File: config.mk
export PLATFORM = sky130hd
export DESIGN_NAME = hp_slot_pwr_seq
export DESIGN_NICKNAME = d
export VERILOG_FILES = /design/src/rtl/hp_slot_pwr_seq.sv
export SDC_FILE = /design/constraint.sdc
export NUM_CORES = 1
export LEC_CHECK = 0
export BUFFER_PORTS_ARGS = -buffer_cell sky130_fd_sc_hd__buf_2
export CAP_MARGIN = 15
export CORE_MARGIN = 2
export CORE_UTILIZATION = 35
export CTS_CLUSTER_DIAMETER = 60
export DETAILED_ROUTE_END_ITERATION = 16
export GPL_TIMING_DRIVEN = 0
export PLACE_DENSITY_LB_ADDON = 0.15
export SYNTH_ARGS = -nofsm -noshare
export SYNTH_HDL_FRONTEND = slang
export SYNTH_SLANG_ARGS = --single-unit
File: constraint.sdc
create_clock -name clk -period 6.9 [get_ports clk]
set_input_delay 2.07 -clock clk [delete_from_list [all_inputs] [get_ports clk]]
set_output_delay 2.07 -clock clk [all_outputs]
set_load 0.1 [all_outputs]
File: src/rtl/hp_slot_pwr_seq.sv
module hp_slot_pwr_seq #(
  parameter int PV_BASE   = 16,
  parameter int RST_SHORT = 20,
  parameter int RST_LONG  = 100
) (
  input  logic       clk,
  input  logic       rst_n,
  input  logic       tick,
  input  logic [1:0] cfg_pv_dly,
  input  logic       cfg_rst_long,
  input  logic       cfg_prs_sel,
  input  logic       cfg_msg_en,
  input  logic       prsnt_pin,
  input  logic       rx_detect,
  input  logic       cmd_on,
  input  logic       cmd_off,
  input  logic       msg_ack,
  output logic       slot_pwr_en,
  output logic       pwr_valid,
  output logic       slot_rst_n,
  output logic       msg_req,
  output logic       seq_done
);
  localparam int PV_MAX = PV_BASE * 8;
  localparam int RST_MAX = (RST_LONG > RST_SHORT) ? RST_LONG : RST_SHORT;
  localparam int LIM_MAX = (PV_MAX > RST_MAX) ? PV_MAX : RST_MAX;
  localparam int CW = $clog2(LIM_MAX + 1);

  typedef enum logic [2:0] {
    S_OFF, S_PA_WAIT, S_PV_WAIT, S_ACTIVE, S_MSG_WAIT, S_PDOWN
  } seq_t;

  seq_t st, nxt;
  logic [CW-1:0] cnt, cnt_inc, pv_lim, rst_lim, lim;
  logic present, hit;

  assign present = cfg_prs_sel ? rx_detect : prsnt_pin;
  assign pv_lim  = CW'(PV_BASE) << cfg_pv_dly;
  assign rst_lim = cfg_rst_long ? CW'(RST_LONG) : CW'(RST_SHORT);
  assign lim     = (st == S_PV_WAIT) ? rst_lim : pv_lim;
  assign cnt_inc = cnt + CW'(1);
  assign hit     = tick && (cnt_inc == lim);

  always_comb begin
    nxt = st;
    unique case (st)
      S_OFF:      if (cmd_on && present) nxt = S_PA_WAIT;
      S_PA_WAIT:  if (!present || cmd_off) nxt = S_PDOWN;
                  else if (hit) nxt = S_PV_WAIT;
      S_PV_WAIT:  if (!present || cmd_off) nxt = S_PDOWN;
                  else if (hit) nxt = S_ACTIVE;
      S_ACTIVE:   if (!present) nxt = S_PDOWN;
                  else if (cmd_off) nxt = cfg_msg_en ? S_MSG_WAIT : S_PDOWN;
      S_MSG_WAIT: if (!present || msg_ack || hit) nxt = S_PDOWN;
      S_PDOWN:    nxt = S_OFF;
      default:    nxt = S_OFF;
    endcase
  end

  always_ff @(posedge clk or negedge rst_n) begin
    if (!rst_n) begin
      st          <= S_OFF;
      cnt         <= '0;
      slot_pwr_en <= 1'b0;
      pwr_valid   <= 1'b0;
      slot_rst_n  <= 1'b0;
      msg_req     <= 1'b0;
      seq_done    <= 1'b0;
    end else begin
      st          <= nxt;
      cnt         <= (nxt != st) ? '0 : (tick ? cnt_inc : cnt);
      slot_pwr_en <= nxt inside {S_PA_WAIT, S_PV_WAIT, S_ACTIVE, S_MSG_WAIT};
      pwr_valid   <= nxt inside {S_PV_WAIT, S_ACTIVE, S_MSG_WAIT};
      slot_rst_n  <= (nxt == S_ACTIVE);
      msg_req     <= (nxt == S_MSG_WAIT);
      seq_done    <= (nxt == S_ACTIVE && st != S_ACTIVE) ||
                     (nxt == S_OFF && st == S_PDOWN);
    end
  end
endmodule

==> out/results.tsv, run 1 <==
metric	value	unit
CP delay by family, top	compound AO/OA/AOI/OAI gates	
antenna-violating nets left	0	
PD cells	294	nW/um^2
RD Place Congestion	0.809	
Antenna Cells	0	
Clock Skew	2.52	ps
ys async rst share	1.00	
WP depth	8	
endpoints failing setup	0	
worst reg2reg endpoint	cnt[6]$_DFFE_PN0P_	
Post-Syn Nets	145	
first-pass GRT wire length	4.23	mm
router iterations before antenna repair	4	
Synth warnings	0	
Final #Nets	166	
CTS buffer count	3	
Worst EP required	7080	ps
worst min path class	flop to flop	
die span in x	61.2	um
Non-Filler Instances	194	
Worst Setup End Kind	flop	
Setup Buffers After CTS	0	
maxcap violations	0	
Worst Tran Pin Value	661	ps
WP data arrival	3880	ps
hold endpoint	cnt[7]$_DFFE_PN0P_	
Clk pin slew, worst setup/hold paths	100	ps
die area	3740	um^2
Post-Synthesis Cell Area	1140	um^2
routed vias	1027	
antenna violations before repair	0	
unrepaired setup endpoints after global routing	no	
DRT iter0 DRCs	42	
Worst VDD drop	0.000178	V
slew margin rel.	0.560	
Post-synth EDFFs	0	
CP max-delay cell	a2111oi_4	
I/O pin count	18	
minimum setup slack among reg-to-reg paths	4050	ps
Worst Hold Launch	cnt[7]$_DFFE_PN0P_	
Worst-Skew Late Latency	280	ps
kind of critical path	primary input to flop	
Gate Count Post-Synth	130	
via/cell ratio	5.29	
largest net degree at the start of global routing	17	
number of buffers and inverters on the critical path	1	
Max Clock Freq	270	MHz
Area growth syn-to-layout	15.0	%
post-cts sizing count	0	
number of port buffers	16	
CORE AREA	3080	um^2
fin crit share	0.537	
final std cell area, no fill	1320	um^2
Synth Flop Type	dfrtp_1	
commonest cells after routing, fill and taps aside	16 x dfrtp_1, 16 x buf_2, 14 x nor2_1	
vias in the first global route	938	
Post-DP Area	1280	um^2
setup TNS	0	ps
RR Startpoint	cnt[0]$_DFFE_PN0P_	
Hold Crit Depth	2	
worst-path fanout max	10	
Worst Reg2Reg Path Length in Cells	8	
# hold bufs at CTS	0	
cells along the critical path	buf_2 -> or2_2 -> mux2i_1 -> xnor2_1 -> nand4_1 -> a2111oi_4 -> o22a_4 -> nor2_1	
post-route minimum period	3710	ps
utilization after layout	0.427	
Total GRT Usage	0.149	
Critical Path Source Type	primary input	
critical path's largest stage delay	550	ps
root buf cell	clkbuf_4	
LEAKAGE	0.546	nW
Distinct cells, synth	42	
# DRC	0	
WL per Instance	12.9	um
FP Rows	20	
final hold violations	0	
clk buf depth	2	
sequential share of the synthesized area	0.350	
DP Wirelength	1.85	mm
CTS tree	built	
Final Slew Violations	0	
placed instance count	190	
FF+latch count, synth	16	
Min Hold Slack	597	ps
CTS H-tree depth	1	
clk sinks	16	
number of fill cells	319	
status	complete, no violations	
Starting Density	0.372	
GRT overflow	0	
synthesized area per cell	8.80	um^2
Die H	61.2	um
Crit. Startpoint	cfg_pv_dly[0]	
Routed WL	2.50	mm
share of layout cells above drive strength 1	0.207	
==> cell type report <==
type,instances,area (um^2),share of cell area
repair buffers,16,80.1,0.0609
well taps,44,55.1,0.0419
clock buffers,4,36.3,0.0276
flip-flops and latches,16,400,0.304
inverters,4,15.0,0.0114
multi-input cells,105,709,0.539
plain buffers,5,18.8,0.0143
==> registers in the layout, indices dropped and copies added, names as in the netlist <==
signal	count
msg_req	1
cnt	8
slot_rst_n	1
st	3
slot_pwr_en	1
seq_done	1
pwr_valid	1
==> cells in the mapped netlist (2+ instances only) <==
master    number  area (um^2)
inv_1          4         15.0
or2_2          3         18.8
nor3_1         6         30.0
o21ai_0        8         40.0
xnor2_1        9         78.8
clkbuf_1       5         18.8
nor2b_1        3         18.8
ha_1           2         25.0
o21a_1         2         15.0
nand4_1        4         25.0
nand3_1        4         20.0
dfrtp_1       16          400
nor2_1        14         52.6
nand2b_1       2         12.5
a21oi_1        3         15.0
nand2_1       11         41.3
o211ai_1       4         30.0
nand3b_1       2         15.0
xor2_1         2         17.5
mux2i_1        3         30.0
a31oi_1        2         12.5
==> metrics by stage <==
stage / worst slack [ps] / total power, W
2_1_floorplan: 3310 / 0.000285
3_3_place_gp: 2900 / 0.000326
3_5_place_dp: 2900 / 0.000326
4_1_cts: 3200 / 0.000390
5_1_grt: 3100 / 0.000413
6_report: 3190 / 0.000387
==> report_power, final <==
| part | switching, W | internal [W] |
|---|---|---|
| Sequential | 0.0000173 | 0.000113 |
| Clock | 0.0000305 | 0.0000321 |
| Combinational | 0.000141 | 0.0000528 |
==> layer usage <==
layer	vias up	share of wire	track usage
met4	0	0.0052	0.0466
met1	491	0.52	0.225
met2	22	0.43	0.216
met3	2	0.043	0.0273
met5	-	0	0
li1	512	-	-
==> worst register-to-register path: cells and delay by family (launching register included) <==
family | cells | cell delay, ps
DFF | 1 | 440
and+or+nand+nor | 3 | 530
adders and majority gates | 1 | 250
AOI/OAI and AO/OA | 4 | 1520
==> cells by family after synthesis <==
logic type                 synth area share
AOI/OAI and AO/OA                     0.231
xor gates and xnor gates             0.0843
adders and majority gates            0.0219
buffers and inverters                0.0295
DFF                                   0.350
muxes                                0.0263
and+or+nand+nor                       0.257
==> worst max-delay path by stage <==
stage,endpoint,slack [ps]
4_1_cts,cnt[5]$_DFFE_PN0P_,3200
6_report,cnt[6]$_DFFE_PN0P_,3190
2_1_floorplan,cnt[7]$_DFFE_PN0P_,3310
5_1_grt,cnt[5]$_DFFE_PN0P_,3100
3_5_place_dp,cnt[5]$_DFFE_PN0P_,2900
3_3_place_gp,cnt[0]$_DFFE_PN0P_,2900
Note: power is estimated with default switching activity, not from simulation.
==> inputs of run 2 (changes only) <==
--- a/config.mk
+++ b/config.mk
@@ -5,6 +5,7 @@
 export SDC_FILE = /design/constraint.sdc
 export NUM_CORES = 1
 export LEC_CHECK = 0
+export ABC_AREA = 1
 export BUFFER_PORTS_ARGS = -buffer_cell sky130_fd_sc_hd__buf_2
 export CAP_MARGIN = 15
 export CORE_MARGIN = 2
==> constraint.sdc (replaced) <==
create_clock -name clk -period 3.69 [get_ports clk]
set_input_delay 1.107 -clock clk [delete_from_list [all_inputs] [get_ports clk]]
set_output_delay 1.107 -clock clk [all_outputs]
set_load 0.1 [all_outputs]
==> out/results.tsv, run 2 <==
metric	value	unit
CTS H-tree depth	1	
synthesized area per cell	6.79	um^2
DRT iter0 DRCs	63	
Pint	0.000449	W
Post-Syn Nets	197	
root buf cell	clkbuf_4	
CP delay by family, top	simple AND/OR/NAND/NOR gates	
Max Clock Freq	406	MHz
Worst Setup End Kind	flop	
Hold Crit Depth	2	
top post-synthesis cells by area	dfrtp_1 32%, nand2_1 18%, inv_1 7.0%	
Top Registers	cnt x8, st x3	
Synth Flop Type	dfrtp_1	
Worst VDD drop	0.000497	V
combinational share of power	0.581	
Area growth syn-to-layout	14.5	%
busiest layer in global routing	met2	
Yosys top cell area share	0.324	
RR Startpoint	cnt[0]$_DFFE_PN0P_	
sequential share of power	0.304	
post-route minimum period	2470	ps
Final #Nets	219	
die area	4020	um^2
Routed WL	2.54	mm
FF+latch count, synth	16	
FP Rows	21	
WP data arrival	2680	ps
Starting Density	0.368	
Synth top cells by count	59 x nand2_1, 23 x inv_1, 16 x dfrtp_1	
# DRC	0	
Worst EP required	3900	ps
ys async rst share	1.00	
worst reg2reg endpoint	cnt[3]$_DFFE_PN0P_	
antenna-violating nets left	0	
Post-synth EDFFs	0	
Clock Skew	3.15	ps
Setup Buffers After CTS	0	
number of port buffers	17	
hold endpoint	cnt[7]$_DFFE_PN0P_	
Largest Register	cnt	
routed vias	1122	
Final Slew Violations	0	
Crit path top cell by count	nand2_1	
die span in x	63.4	um
met1 Use GR	0.201	
Sw Ratio	0.532	
Clk pin slew, worst setup/hold paths	90	ps
worst-path fanout max	8	
CORE AREA	3360	um^2
cells along the critical path	buf_2 -> or2_2 -> nand2_1 -> nand2_1 -> nand2_1 -> nand2_1 -> nand2_1 -> nor2_2 -> nand2_2 -> nor2_1 -> o21ai_0 -> nand3_4 -> nor2_2	
maxcap violations	0	
Worst-Skew Late Latency	280	ps
Total GRT Usage	0.141	
Synth warnings	0	
Psw	0.000511	W
most common cell after layout, fill and taps aside	nand2_1	
WL per Instance	10.2	um
commonest cells after routing, fill and taps aside	59 x nand2_1, 23 x inv_1, 17 x buf_2	
post-cts sizing count	0	
Die H	63.4	um
LEAKAGE	0.750	nW
Non-Filler Instances	249	
Worst Tran Pin Value	485	ps
minimum setup slack among reg-to-reg paths	1430	ps
Antenna Cells	0	
Clk pwr share	0.116	
GRT overflow	0	
Yosys top cell by area	dfrtp_1	
via/cell ratio	4.51	
utilization after layout	0.421	
worst min path class	flop to flop	
clk buf depth	2	
placed instance count	245	
critical path's largest stage delay	330	ps
kind of critical path	primary input to flop	
setup TNS	0	ps
DP Wirelength	2.13	mm
number of buffers and inverters on the critical path	1	
Worst Hold Launch	cnt[7]$_DFFE_PN0P_	
Min Hold Slack	648	ps
PD cells	678	nW/um^2
Post-Synthesis Cell Area	1240	um^2
largest net degree at the start of global routing	17	
met2 GRT Util	0.221	
clk sinks	16	
share of layout cells above drive strength 1	0.251	
final hold violations	0	
CP max-delay cell	o21ai_0	
unrepaired setup endpoints after global routing	no	
met3 Usage GRT	0.0107	
Worst Reg2Reg Path Length in Cells	16	
# hold bufs at CTS	0	
Critical Path Source Type	primary input	
I/O pin count	18	
first-pass GRT wire length	4.57	mm
CTS tree	built	
endpoints failing setup	0	
slew margin rel.	0.679	
CTS buffer count	3	
router iterations before antenna repair	5	
vias in the first global route	1058	
sequential share of the synthesized area	0.324	
status	complete, no violations	
Distinct cells, synth	27	
count leader, synth	nand2_1	
Gate Count Post-Synth	182	
fin crit share	0.668	
RD Place Congestion	0.788	
antenna violations before repair	0	
max reg flops	8	
## run 2: cell families (layout without fill, tap and decap cells)
kind of cell	Yosys count	after routing	share of synthesized area
AOI/OAI and AO/OA	16	16	0.0800
xor gates and xnor gates	1	1	0.00709
adders and majority gates	2	2	0.0202
buffers and inverters	28	49	0.0992
DFF	16	16	0.324
muxes	1	1	0.00810
and+or+nand+nor	118	118	0.462
## run 2: metrics by stage
step / setup WS (ps) / area [um^2] / power, W
after floorplan: 1220 / 1240 / 0.000747
after global placement: 954 / 1380 / 0.000839
after detailed placement: 926 / 1380 / 0.000853
after CTS: 1230 / 1420 / 0.000969
after global routing: 1030 / 1420 / 0.00104
final: 1220 / 1420 / 0.000960
## run 2: area by class of cell
class,instances,area (um^2)
Multi-Input combinational cell,138,713
Sequential cell,16,400
Tap cell,46,57.6
Buffer,3,26.3
Clock buffer,4,36.3
Timing Repair Buffer,17,85.1
Fill cell,373,1950
Inverter,25,96.3
## run 2: how the worst max path moves through the flow
| stage | slack (ps) | end | startpoint | cells past startpoint |
|---|---|---|---|---|
| finish | 1220 | cnt[3]$_DFFE_PN0P_ | cfg_pv_dly[0] | 13 |
| global route | 1030 | slot_pwr_en$_DFF_PN0_ | cfg_pv_dly[0] | 14 |
| CTS | 1230 | slot_pwr_en$_DFF_PN0_ | cfg_pv_dly[0] | 14 |
| detailed placement | 930 | slot_pwr_en$_DFF_PN0_ | cfg_pv_dly[0] | 14 |
| global placement | 950 | cnt[0]$_DFFE_PN0P_ | cfg_pv_dly[0] | 13 |
| floorplan | 1220 | cnt[6]$_DFFE_PN0P_ | cfg_pv_dly[0] | 13 |
## run 2: metal layers
metal / routed length, um / part of all wire
met5: 0 / 0
met2: 1130 / 0.45
met4: 19 / 0.0075
met3: 77 / 0.030
met1: 1310 / 0.52
## run 2: power by group through the flow
stage / clock network (W) / registers (W) / logic [W]
final: 0.000111 / 0.000291 / 0.000557
after global routing: 0.000125 / 0.000302 / 0.000618
after CTS: 0.000116 / 0.000292 / 0.000561
after detailed placement: 0 / 0.000294 / 0.000559
after global placement: 0 / 0.000291 / 0.000548
after floorplan: 0 / 0.000405 / 0.000343
## run 2: worst reg2reg max path: stages (launching register included)
cell and delay, ps:
dfrtp_1 450, ha_1 280, nand3_1 170, clkinv_1 110, nand3_1 100, nand2_1 90
nand2_1 80, nand2_2 60, nor2_2 130, nand2_2 80, nand2_2 70, nand3_2 60
nand2_2 100, nand2_4 80, nand2_4 70, nand3_4 140, nor2_2 130
